<file path="src/rtl/vseq_pkg.sv">
package vseq_pkg;
   typedef enum logic [1:0] {
      S_IDLE  = 2'd0,
      S_EVAL  = 2'd1,
      S_ISSUE = 2'd2,
      S_WAIT  = 2'd3
   } vseq_state_e;

   // group size from its two-bit encoding (00 -> 1 ... 11 -> 4)
   function automatic logic [2:0] grp_count(input logic [1:0] enc);
      return {1'b0, enc} + 3'd1;
   endfunction
endpackage

</file>
<file path="src/rtl/vseq_pred.sv">
module vseq_pred #(
   parameter int MAXVL = 32,
   localparam int OFF_W = $clog2(MAXVL)
) (
   input  logic [MAXVL-1:0] mask,
   input  logic             use_x0,
   input  logic             inv,
   input  logic [OFF_W-1:0] idx,
   output logic             bit_o
);
   logic [MAXVL-1:0] raw;
   logic [MAXVL-1:0] eff;

   assign raw   = use_x0 ? '0 : mask;
   assign eff   = raw ^ {MAXVL{inv}};
   assign bit_o = eff[idx];
endmodule

</file>
<file path="src/rtl/vseq_regmap.sv">
module vseq_regmap #(
   parameter int REG_W = 7,
   parameter int OFF_W = 5,
   localparam int PW = OFF_W + 3,
   localparam int SW = ((REG_W > PW) ? REG_W : PW) + 1
) (
   input  logic [REG_W-1:0] base,
   input  logic             is_vec,
   input  logic [OFF_W-1:0] idx,
   input  logic [1:0]       sub,
   input  logic [2:0]       cnt,
   output logic [REG_W-1:0] reg_o
);
   logic [SW-1:0] lin;
   logic [SW-1:0] sum;

   assign lin   = SW'(idx) * SW'(cnt) + SW'(sub);
   assign sum   = SW'(base) + lin;
   assign reg_o = is_vec ? sum[REG_W-1:0] : base;
endmodule

</file>
<file path="src/rtl/vseq_loop.sv">
module vseq_loop
   import vseq_pkg::*;
#(
   parameter int REG_W = 7,
   parameter int MAXVL = 32,
   localparam int OFF_W = $clog2(MAXVL),
   localparam int VL_W  = OFF_W + 1
) (
   input  logic             clk,
   input  logic             rst_n,
   input  logic             start,
   input  logic [VL_W-1:0]  vl_in,
   input  logic [1:0]       subvl_in,
   input  logic [OFF_W-1:0] srcoffs_in,
   input  logic [OFF_W-1:0] dstoffs_in,
   input  logic [1:0]       suboffs_in,
   input  logic [REG_W-1:0] rd_base,
   input  logic [REG_W-1:0] rs1_base,
   input  logic [REG_W-1:0] rs2_base,
   input  logic             rd_vec,
   input  logic             rs1_vec,
   input  logic             rs2_vec,
   input  logic [MAXVL-1:0] pmask,
   input  logic             pmask_x0,
   input  logic             pinv,
   input  logic             pzero,
   input  logic             pff,
   output logic             el_valid,
   input  logic             el_ready,
   output logic [REG_W-1:0] el_rd,
   output logic [REG_W-1:0] el_rs1,
   output logic [REG_W-1:0] el_rs2,
   output logic [OFF_W-1:0] el_idx,
   output logic [1:0]       el_sub,
   output logic             el_zero,
   input  logic             rsp_valid,
   input  logic             rsp_zero,
   input  logic             rsp_negz,
   input  logic             rsp_exc,
   output logic             pc_hold,
   output logic             done,
   output logic [VL_W-1:0]  done_vl,
   output logic             trap,
   output logic             offs_we,
   output logic [OFF_W-1:0] offs_src,
   output logic [OFF_W-1:0] offs_dst,
   output logic [1:0]       offs_sub
);
   localparam int NOPS = 3;

   if (MAXVL < 2 || (MAXVL & (MAXVL - 1)) != 0) begin : g_bad_maxvl
      $error("vseq_loop: MAXVL must be a power of two of at least 2");
   end
   if (REG_W < 5) begin : g_bad_regw
      $error("vseq_loop: REG_W must be at least 5");
   end

   vseq_state_e      state;
   logic [VL_W-1:0]  vl_q;
   logic [2:0]       subn_q;
   logic [MAXVL-1:0] mask_q;
   logic             x0_q, inv_q, zer_q, ff_q, single_q, zel_q;
   logic [REG_W-1:0] base_q [NOPS];
   logic [NOPS-1:0]  vec_q;
   logic [OFF_W-1:0] dst_q, src_q;
   logic [1:0]       sub_q;
   logic             done_q, trap_q, owe_q;
   logic [VL_W-1:0]  done_vl_q;
   logic [OFF_W-1:0] osrc_q, odst_q;
   logic [1:0]       osub_q;

   logic             pbit;
   logic             last_el, last_sub, zero_res;
   logic [REG_W-1:0] map_reg [NOPS];

   vseq_pred #(.MAXVL(MAXVL)) u_pred (
      .mask   (mask_q),
      .use_x0 (x0_q),
      .inv    (inv_q),
      .idx    (dst_q),
      .bit_o  (pbit)
   );

   // operand 0 is the destination (destination index), 1 and 2 are sources
   for (genvar g = 0; g < NOPS; g++) begin : g_map
      vseq_regmap #(.REG_W(REG_W), .OFF_W(OFF_W)) u_map (
         .base   (base_q[g]),
         .is_vec (vec_q[g]),
         .idx    ((g == 0) ? dst_q : src_q),
         .sub    (sub_q),
         .cnt    (subn_q),
         .reg_o  (map_reg[g])
      );
   end

   assign last_el  = ({1'b0, dst_q} == (vl_q - VL_W'(1)));
   assign last_sub = ({1'b0, sub_q} == (subn_q - 3'd1));
   assign zero_res = rsp_zero | rsp_negz;

   always_ff @(posedge clk or negedge rst_n) begin
      if (!rst_n) begin
         state     <= S_IDLE;
         vl_q      <= '0;
         subn_q    <= 3'd1;
         mask_q    <= '0;
         x0_q      <= 1'b0;
         inv_q     <= 1'b0;
         zer_q     <= 1'b0;
         ff_q      <= 1'b0;
         single_q  <= 1'b0;
         zel_q     <= 1'b0;
         vec_q     <= '0;
         for (int i = 0; i < NOPS; i++) base_q[i] <= '0;
         dst_q     <= '0;
         src_q     <= '0;
         sub_q     <= '0;
         done_q    <= 1'b0;
         trap_q    <= 1'b0;
         owe_q     <= 1'b0;
         done_vl_q <= '0;
         osrc_q    <= '0;
         odst_q    <= '0;
         osub_q    <= '0;
      end else begin
         done_q <= 1'b0;
         trap_q <= 1'b0;
         owe_q  <= 1'b0;
         case (state)
            S_IDLE: begin
               if (start) begin
                  vl_q      <= vl_in;
                  subn_q    <= grp_count(subvl_in);
                  mask_q    <= pmask;
                  x0_q      <= pmask_x0;
                  inv_q     <= pinv;
                  zer_q     <= pzero;
                  ff_q      <= pff;
                  base_q[0] <= rd_base;
                  base_q[1] <= rs1_base;
                  base_q[2] <= rs2_base;
                  vec_q     <= {rs2_vec, rs1_vec, rd_vec};
                  dst_q     <= dstoffs_in;
                  src_q     <= srcoffs_in;
                  sub_q     <= suboffs_in;
                  zel_q     <= 1'b0;
                  single_q  <= !(rd_vec | rs1_vec | rs2_vec);
                  state     <= (rd_vec | rs1_vec | rs2_vec) ? S_EVAL : S_ISSUE;
               end
            end
            S_EVAL: begin
               if (pbit) begin
                  zel_q <= 1'b0;
                  state <= S_ISSUE;
               end else if (!zer_q) begin
                  if (last_el) begin
                     done_q    <= 1'b1;
                     done_vl_q <= vl_q;
                     owe_q     <= 1'b1;
                     osrc_q    <= '0;
                     odst_q    <= '0;
                     osub_q    <= '0;
                     dst_q     <= '0;
                     src_q     <= '0;
                     sub_q     <= '0;
                     state     <= S_IDLE;
                  end else begin
                     dst_q  <= dst_q + 1'b1;
                     src_q  <= src_q + 1'b1;
                     sub_q  <= '0;
                     owe_q  <= 1'b1;
                     odst_q <= dst_q + 1'b1;
                     osrc_q <= src_q + 1'b1;
                     osub_q <= '0;
                  end
               end else if (ff_q) begin
                  done_q    <= 1'b1;
                  done_vl_q <= {1'b0, dst_q};
                  owe_q     <= 1'b1;
                  osrc_q    <= '0;
                  odst_q    <= '0;
                  osub_q    <= '0;
                  dst_q     <= '0;
                  src_q     <= '0;
                  sub_q     <= '0;
                  state     <= S_IDLE;
               end else begin
                  zel_q <= 1'b1;
                  state <= S_ISSUE;
               end
            end
            S_ISSUE: begin
               if (el_ready) state <= S_WAIT;
            end
            S_WAIT: begin
               if (rsp_valid) begin
                  if (rsp_exc) begin
                     trap_q <= 1'b1;
                     state  <= S_IDLE;
                  end else if (single_q) begin
                     done_q    <= 1'b1;
                     done_vl_q <= vl_q;
                     state     <= S_IDLE;
                  end else if ((ff_q && !zel_q && zero_res) || (last_sub && last_el)) begin
                     done_q    <= 1'b1;
                     done_vl_q <= (ff_q && !zel_q && zero_res) ? {1'b0, dst_q} : vl_q;
                     owe_q     <= 1'b1;
                     osrc_q    <= '0;
                     odst_q    <= '0;
                     osub_q    <= '0;
                     dst_q     <= '0;
                     src_q     <= '0;
                     sub_q     <= '0;
                     state     <= S_IDLE;
                  end else if (!last_sub) begin
                     sub_q  <= sub_q + 1'b1;
                     owe_q  <= 1'b1;
                     odst_q <= dst_q;
                     osrc_q <= src_q;
                     osub_q <= sub_q + 1'b1;
                     state  <= S_ISSUE;
                  end else begin
                     dst_q  <= dst_q + 1'b1;
                     src_q  <= src_q + 1'b1;
                     sub_q  <= '0;
                     owe_q  <= 1'b1;
                     odst_q <= dst_q + 1'b1;
                     osrc_q <= src_q + 1'b1;
                     osub_q <= '0;
                     state  <= S_EVAL;
                  end
               end
            end
            default: state <= S_IDLE;
         endcase
      end
   end

   assign el_valid = (state == S_ISSUE);
   assign el_rd    = map_reg[0];
   assign el_rs1   = map_reg[1];
   assign el_rs2   = map_reg[2];
   assign el_idx   = dst_q;
   assign el_sub   = sub_q;
   assign el_zero  = zel_q;
   assign pc_hold  = (state != S_IDLE);
   assign done     = done_q;
   assign done_vl  = done_vl_q;
   assign trap     = trap_q;
   assign offs_we  = owe_q;
   assign offs_src = osrc_q;
   assign offs_dst = odst_q;
   assign offs_sub = osub_q;
endmodule

</file>
<file path="config.mk">
export PLATFORM = sky130hd
export DESIGN_NAME = vseq_loop
export DESIGN_NICKNAME = d
export VERILOG_FILES = /design/src/rtl/vseq_pkg.sv /design/src/rtl/vseq_pred.sv /design/src/rtl/vseq_regmap.sv /design/src/rtl/vseq_loop.sv
export SDC_FILE = /design/constraint.sdc
export NUM_CORES = 1
export LEC_CHECK = 0
export ABC_CLOCK_PERIOD_IN_PS = 6450
export BUFFER_PORTS_ARGS = -buffer_cell sky130_fd_sc_hd__buf_2
export CORE_MARGIN = 1.5
export CORE_UTILIZATION = 35
export DETAILED_ROUTE_END_ITERATION = 8
export HOLD_SLACK_MARGIN = 0.05
export SETUP_SLACK_MARGIN = 0.02
export SLEW_MARGIN = 10
export SYNTH_ARGS = -nofsm -noshare
export SYNTH_HDL_FRONTEND = slang
export SYNTH_SLANG_ARGS = --single-unit
</file>
<file path="constraint.sdc">
create_clock -name clk -period 6.45 [get_ports clk]
set_input_delay 0.645 -clock clk [delete_from_list [all_inputs] [get_ports clk]]
set_output_delay 0.645 -clock clk [all_outputs]
set_load 0.005 [all_outputs]
</file>
==> reports/metrics.yaml, run 1 <==
setup_path:
  critPathArrivalTime_ps: 4030
  path_cells: "and2_1 > fa_1 > ha_1 > fa_1 > ha_1 > a21o_1 > a21oi_1 > o21bai_1 > a21oi_1 > xnor2_1 > nand2_1 > xnor2_1 > buf_2"
  startpoint: "subn_q[0]"
  crit_type: "reg -> out"
  cp.required_ps: 5800
  cp_slowest_cell: "dfstp_2"
  cp.depth: 13
  critical_path.top_delay_family: "adder cells"
  endpoint: "el_rs1[6]"
  ff2ff_path_depth: 8
  r2r_slack_ps: 2620
  worstPathMaxFanout: 12
  end_kind: "primary output"
  start_kind: "flop"
  r2r-end: "el_idx[3]"
  cp_num_buf_inv: 1
  reg2reg_from: "el_idx[0]"
  critPathMaxStageDelay_ps: 640
power_and_ir_drop:
  irDropWorstVdd_mv: 0.252
  p_int_mw: 2.88
  p_sw_mw: 2.17
  netSwitchingFraction: 0.429
  p_leak_nw: 3.78
  p_per_area_mw_per_mm2: 630
  p_clk_frac: 0.110
  pwr-share-seq: 0.260
  fin_total_pwr_mw: 5.05
  pwr-share-comb: 0.629
synthesis:
  syn-instance-count: 632
  mappedNetlistNets: 776
  synthArstFlopShare: 1.00
  synth_edf_count: 0
  synth_cell_types: 56
  seq_area_frac_synth: 0.390
  syn_area_mm2: 0.00681
  synth-seq-cells: 106
  syn_avg_cell_area_um2: 10.8
  ys_warn_count: 0
  synth_ff_type: "dfrtp_1"
finish:
  final_cell_mix: "138 x buf_2, 105 x dfrtp_1, 87 x mux2_2"
  area_growth_pct: 17.8
  drive_above_1_share: 0.344
  layout_commonest_cell: "buf_2"
  fillers: 1888
  nets: 898
  fin_area_mm2: 0.00802
  diodes: 0
  layout.cells.non_filler: 1019
  final_util: 0.425
detailed_routing:
  wl_per_cell_um: 15.8
  vias: 5048
  drtAntennaViolNets: 0
  drt-total-wl_um: 16100
  drc: 0
  firstDrtPassIters: 4
  viasPerCell: 4.95
  drtIter0Drc: 182
worst_hold_path:
  hold_class: "in -> async"
placed_design:
  place.port_buffers: 139
  dp_hpwl_um: 11900
  placed_cell_area_mm2: 0.00773
  dp_cells: 1003
  post-place-ws_ps: 2150
  gp_congestion: 0.793
clock_tree:
  clk_latency_ps: 360
  path_clk_slew_ps: 80
  cts-root-buf: "clkbuf_16"
  cts_resized: 0
  cts_num_sinks: 106
  cts_tree: "yes"
  cts_inserted_buffers: 9
  hold_buffers: 0
  cts_buffer_depth: 2
  post_cts_buffers: 0
  htree_levels: 3
timing:
  layout_setup_ws_ps: 1770
  slew_headroom: 0.291
  timing.fmax_mhz: 214
  finalSetupTns_ps: 0
  finalCriticalPeriod_ps: 4680
  whs_ps: 308
  slew_violations: 0
  clock_skew_ps: 6.06
  rsz0062_at_grt: "false"
  finalCritPeriodShare: 0.725
  tightest_slew_ps: 1050
  setup_viol: 0
  hold_viol_final: 0
outcome:
  status: "finished clean"
job:
  max_cap_violations: 0
die:
  coreArea_mm2: 0.0189
  num_io_pins: 140
  die_h_um: 142
  fp-row-count: 50
  dieArea_mm2: 0.0203
  start_util: 0.360
  die_x_um: 142
global_route:
  grt_usage: 0.165
  grt_pass1_wl_um: 25800
  grt_pass1_vias: 4974
  grt_overflow: 0
  grt_antenna_before_repair: 1
  grt_max_degree: 80
## synth_stat cells, types with 2 or more instances
cell type | number | area, µm²
dfrtp_1 | 105 | 2630
mux2_2 | 87 | 980
nand2_1 | 44 | 165
ha_1 | 40 | 500
inv_1 | 36 | 135
a21oi_1 | 29 | 145
xnor2_1 | 29 | 254
nor2_1 | 28 | 105
o21ai_0 | 28 | 140
clkbuf_1 | 24 | 90.1
and2_1 | 20 | 125
fa_1 | 16 | 320
a21o_1 | 12 | 90.1
nand3_1 | 12 | 60.1
nor3_1 | 10 | 50.1
o31ai_1 | 10 | 75.1
xor2_1 | 10 | 87.6
mux4_2 | 9 | 203
mux2i_1 | 8 | 80.1
o21ai_1 | 7 | 35.0
a22oi_1 | 6 | 45.0
o21bai_1 | 5 | 37.5
buf_1 | 4 | 15.0
a211oi_1 | 3 | 22.5
and3_1 | 3 | 18.8
mux2_1 | 3 | 33.8
nor3b_1 | 3 | 22.5
o22a_1 | 3 | 26.3
a21boi_0 | 2 | 15.0
a22o_1 | 2 | 17.5
nand2b_1 | 2 | 12.5
nand3b_1 | 2 | 15.0
nor2b_1 | 2 | 12.5
o211ai_1 | 2 | 15.0
o21a_1 | 2 | 15.0
o22ai_1 | 2 | 12.5
o2bb2ai_1 | 2 | 17.5
or2_1 | 2 | 12.5
## power by group through the flow
| stage | Clock, mW | Combinational [mW] | Sequential, mW |
|---|---|---|---|
| 6_report | 0.557 | 3.18 | 1.32 |
| 5_1_grt | 0.602 | 3.61 | 1.38 |
| 4_1_cts | 0.579 | 3.25 | 1.33 |
| 3_5_place_dp | 0 | 3.23 | 1.34 |
| 3_3_place_gp | 0 | 3.21 | 1.33 |
| 2_1_floorplan | 0 | 2.49 | 1.18 |
## cell type report
cell class	count	area (µm²)	share of cell area
Clock buffer	10	229	0.0285
Sequential cell	106	2650	0.331
Clock inverter	6	58.8	0.00733
Inverter	37	139	0.0173
Multi-Input combinational cell	458	3890	0.485
Timing Repair Buffer	142	721	0.0899
Tap cell	260	325	0.0406
## flip-flops by register name, indices dropped and copies added (netlist names)
signal and flops:
trap 1, offs_sub 2, mask_q 32, ff_q 1
single_q 1, el_zero 1, x0_q 1, vec_q 3
vl_q 6, offs_src 5, base_q 21, el_idx 5
offs_dst 5, el_sub 2, subn_q 3, done 1
offs_we 1, src_q 5, state 2, done_vl 6
inv_q 1, zer_q 1
## per-layer routing
metal	GRT usage	routed length, µm	vias to the layer above
met1	0.215	7430	2448
met5	0	16	-
li1	-	-	2463
met2	0.270	7540	117
met4	0.0586	312	2
met3	0.0367	750	18
## worst min path at each step
stage / slack (ps) / end / from
after CTS: 330 / base_q[3] / rst_n
after global routing: 360 / base_q[0] / rst_n
after floorplan: 350 / base_q[0] / rst_n
final: 310 / base_q[3] / rst_n
after global placement: 470 / offs_dst[1] / offs_dst[1]
after detailed placement: 470 / offs_src[0] / offs_src[0]
## worst reg2reg max path, delay by kind of cell (launching register included)
kind / cells / cell delay [ps]
muxes: 2 / 1050
and+or+nand+nor: 1 / 610
xor gates and xnor gates: 1 / 290
buffers and inverters: 1 / 340
DFF: 1 / 490
AOI/OAI and AO/OA: 3 / 1000
## cells by family after synthesis
family                   share of synthesized area
AND/OR/NAND/NOR                             0.0920
multiplexers                                 0.190
AO/OA/AOI/OAI                                0.118
adder cells (fa/ha/maj)                      0.121
buffers and inverters                       0.0393
XOR/XNOR                                    0.0502
flip-flops                                   0.390
No activity file was read; power rests on OpenSTA's default activity.
==> inputs of run 2 (changes only) <==
- ABC_AREA: unset -> 1
- ABC_CLOCK_PERIOD_IN_PS: 6450 -> 4360
- clock period: 6.45 -> 4.36 ns (I/O delays scaled with it)
==> reports/metrics.yaml, run 2 <==
setup_path:
  critPathMaxStageDelay_ps: 570  # was 640 ps
  critical_path.top_delay_family: "adder cells"  # unchanged
  cp_slowest_cell: "dfstp_2"  # unchanged
  startpoint: "subn_q[0]"  # unchanged
  crit_type: "reg -> out"  # unchanged
  path_cells: "nand2_2 > inv_2 > fa_1 > ha_4 > fa_2 > xor2_1 > ha_1 > a21oi_1 > or2_2 > nand2_1 > a21oi_1 > or2_2 > nand3_2 > xnor2_2 > buf_2"  # was and2_1 > fa_1 > ha_1 > fa_1 > ha_1 > a21o_1 > a21oi_1 > o21bai_1 > a21oi_1 > xnor2_1 > nand2_1 > xnor2_1 > buf_2
  cp.required_ps: 3920  # was 5800 ps
  worstPathMaxFanout: 5  # was 12
  ff2ff_path_depth: 13  # was 8
  endpoint: "el_rs2[6]"  # was el_rs1[6]
  end_kind: "primary output"  # unchanged
  cp.depth: 15  # was 13
  critPathArrivalTime_ps: 3780  # was 4030 ps
  reg2reg_from: "subn_q[0]"  # was el_idx[0]
  r2r_slack_ps: 1020  # was 2620 ps
  r2r-end: "src_q[0]"  # was el_idx[3]
  start_kind: "flop"  # unchanged
  cp_num_buf_inv: 2  # was 1
clock_tree:
  path_clk_slew_ps: 70  # was 80 ps
  htree_levels: 3  # unchanged
  cts_tree: "yes"  # unchanged
  cts_num_sinks: 106  # unchanged
  clk_latency_ps: 360  # about the same
  cts_inserted_buffers: 9  # unchanged
  cts-root-buf: "clkbuf_16"  # unchanged
  cts_buffer_depth: 2  # unchanged
synthesis:
  syn_area_mm2: 0.00719  # was 0.00681 mm²
  ys_warn_count: 0  # unchanged
  seq_area_frac_synth: 0.369  # was 0.390
  ys_top_cells_by_count: "253 x nand2_1, 110 x inv_1, 105 x dfrtp_1, 83 x nor2_1, 73 x nand3_1"  # was 105 x dfrtp_1, 87 x mux2_2, 44 x nand2_1, 40 x ha_1, 36 x inv_1
  synth_cell_types: 41  # was 56
  synth-seq-cells: 106  # unchanged
  syn-instance-count: 922  # was 632
  synthArstFlopShare: 1.00  # unchanged
  mappedNetlistNets: 1066  # was 776
  synth.area.top_cells: "dfrtp_1 37%, nand2_1 13%, ha_1 7.0%, inv_1 5.7%, nand3_1 5.1%"  # was dfrtp_1 39%, mux2_2 14%, ha_1 7.3%, fa_1 4.7%, xnor2_1 3.7%
  synth.largest_area_cell: "dfrtp_1"  # unchanged
  synth.most_common_cell: "nand2_1"  # was dfrtp_1
  syn_avg_cell_area_um2: 7.80  # was 10.8 µm²
  synth_edf_count: 0  # unchanged
  synth_ff_type: "dfrtp_1"  # unchanged
  synth_top_cell_area_share: 0.365  # was 0.386
timing:
  slew_violations: 0  # unchanged
  rsz0062_at_grt: "true"  # was false
  finalCriticalPeriod_ps: 4210
  clock_skew_ps: 7.18  # was 6.06 ps
  timing.fmax_mhz: 237
  setup_viol: 0  # unchanged
  whs_ps: 286  # was 308 ps
  finalCritPeriodShare: 0.966
  tightest_slew_ps: 850  # was 1050 ps
  slew_headroom: 0.431  # was 0.291
  finalSetupTns_ps: 0  # unchanged
  hold_viol_final: 0  # unchanged
job:
  max_cap_violations: 0  # unchanged
detailed_routing:
  drt-total-wl_um: 18600  # was 16100 µm
  wl_per_cell_um: 14.0  # was 15.8 µm
  firstDrtPassIters: 5  # was 4
  drtIter0Drc: 216  # was 182
  vias: 6296  # was 5048
  drc: 0  # unchanged
  drtAntennaViolNets: 0  # unchanged
  viasPerCell: 4.73  # was 4.95
power_and_ir_drop:
  p_per_area_mw_per_mm2: 885  # was 630 mW/mm²
  p_leak_nw: 4.72  # was 3.78 nW
  fin_total_pwr_mw: 7.57  # was 5.05 mW
  irDropWorstVdd_mv: 0.277  # was 0.252 mV
die:
  start_util: 0.357  # was 0.360
  fp-row-count: 52  # was 50
  coreArea_mm2: 0.0202  # was 0.0189 mm²
  die_x_um: 146  # was 142 µm
  dieArea_mm2: 0.0214  # was 0.0203 mm²
  die_h_um: 146  # was 142 µm
  num_io_pins: 140  # unchanged
finish:
  layout_commonest_cell: "nand2_1"  # was buf_2
  drive_above_1_share: 0.238  # was 0.344
  layout.cells.non_filler: 1331  # was 1019
  area_growth_pct: 18.9  # was 17.8%
  diodes: 0  # unchanged
  nets: 1201  # was 898
  final_cell_mix: "250 x nand2_1, 138 x buf_2, 108 x inv_1"  # was 138 x buf_2, 105 x dfrtp_1, 87 x mux2_2
  largest_reg_flops: 32  # unchanged
  largestRegisters: "mask_q (32), base_q (21)"  # unchanged
  fillers: 2119  # was 1888
  regMostFlops: "mask_q"  # unchanged
global_route:
  grt_usage: 0.177  # was 0.165
  grt_pass1_vias: 5983  # was 4974
  grt_pass1_wl_um: 30000  # was 25800 µm
  grt_overflow: 0  # unchanged
  grt_max_degree: 55  # was 80
  grt_antenna_before_repair: 0  # was 1
outcome:
  status: "finished clean"  # unchanged
placed_design:
  dp_cells: 1311  # was 1003
  dp_hpwl_um: 14300  # was 11900 µm
  place.port_buffers: 139  # unchanged
  gp_congestion: 0.854  # was 0.793
worst_hold_path:
  hold_class: "in -> reg"  # was in -> async
## run 2: changes by cell type after synthesis, sizes merged, moves of 11 or more
cell,delta
a21o,-12
a21oi,+21
and2,-20
buf,+11
inv,+75
mux2,-58
nand2,+224
nand3,+65
nor2,+58
xnor2,-18
xor2,+13
## run 2: where the power goes
part | switching (mW) | total [mW] | internal, mW | leakage (nW)
sequential | 0.367 | 1.82 | 1.45 | 1.25
clock | 0.373 | 0.775 | 0.402 | 0.130
combinational | 2.90 | 4.98 | 2.08 | 3.34
## run 2: worst register-to-register path, stage by stage, from the launching register on
cell,delay [ps]
dfstp_2,570
buf_4,170
inv_1,50
ha_1,290
xor2_1,160
nand3_1,440
clkinv_1,480
nor2_1,310
inv_1,90
nand2_1,300
nand2_1,130
nand3_1,120
nand3_1,80
nand2_1,70
## run 2: worst min-delay path by stage
stage | from | to | slack (ps) | cells after the start
4_1_cts | subvl_in[0] | subn_q[0] | 280 | 2
3_5_place_dp | rst_n | mask_q[30] | 360 | 1
5_1_grt | subvl_in[0] | subn_q[0] | 290 | 2
3_3_place_gp | rst_n | mask_q[30] | 360 | 1
6_report | subvl_in[0] | subn_q[0] | 290 | 2
2_1_floorplan | rst_n | base_q[0] | 140 | 0
## run 2: cell type report
cell class,count,area (µm²),area share
clock buffer,13,250,0.0293
clock inverter,2,13.8,0.00161
inverter,116,438,0.0512
multi-input combinational,667,4020,0.470
sequential,106,2660,0.311
tap,270,338,0.0395
timing repair buffer,157,836,0.0977
## run 2: cells by family after synthesis
kind of cell               count (synthesis)  synth area share
muxes                                     32            0.0501
and+or+nand+nor                          453             0.269
adders and majority gates                 56             0.114
AOI/OAI and AO/OA                         92            0.0692
xor gates and xnor gates                  34            0.0414
DFF                                      106             0.369
buffers and inverters                    149            0.0868
## run 2: repair_timing
item                                    in CTS  in global routing
hold buffers                                 1                  0
setup buffers                                3                  1
endpoints found under the hold margin       22                  0
gates resized for setup                      6                 15
endpoints found under the setup margin       1                  4
pin swaps                                    2                  6
## run 2: stage by stage
stage	cell area (µm²)	util	setup WS (ps)
6_report	8550	0.424	147
2_1_floorplan	7190	-	330
4_1_cts	8480	0.420	58.4
3_3_place_gp	8150	0.404	310
5_1_grt	8550	0.424	-0.514
3_5_place_dp	8150	0.404	257
## run 2: layer usage
metal,global-route usage,routed length (µm),up-vias
met1,0.235,8600,2946
met4,0.0727,486,0
met2,0.291,8850,148
met5,0,0,-
met3,0.0247,658,25
li1,-,-,3177
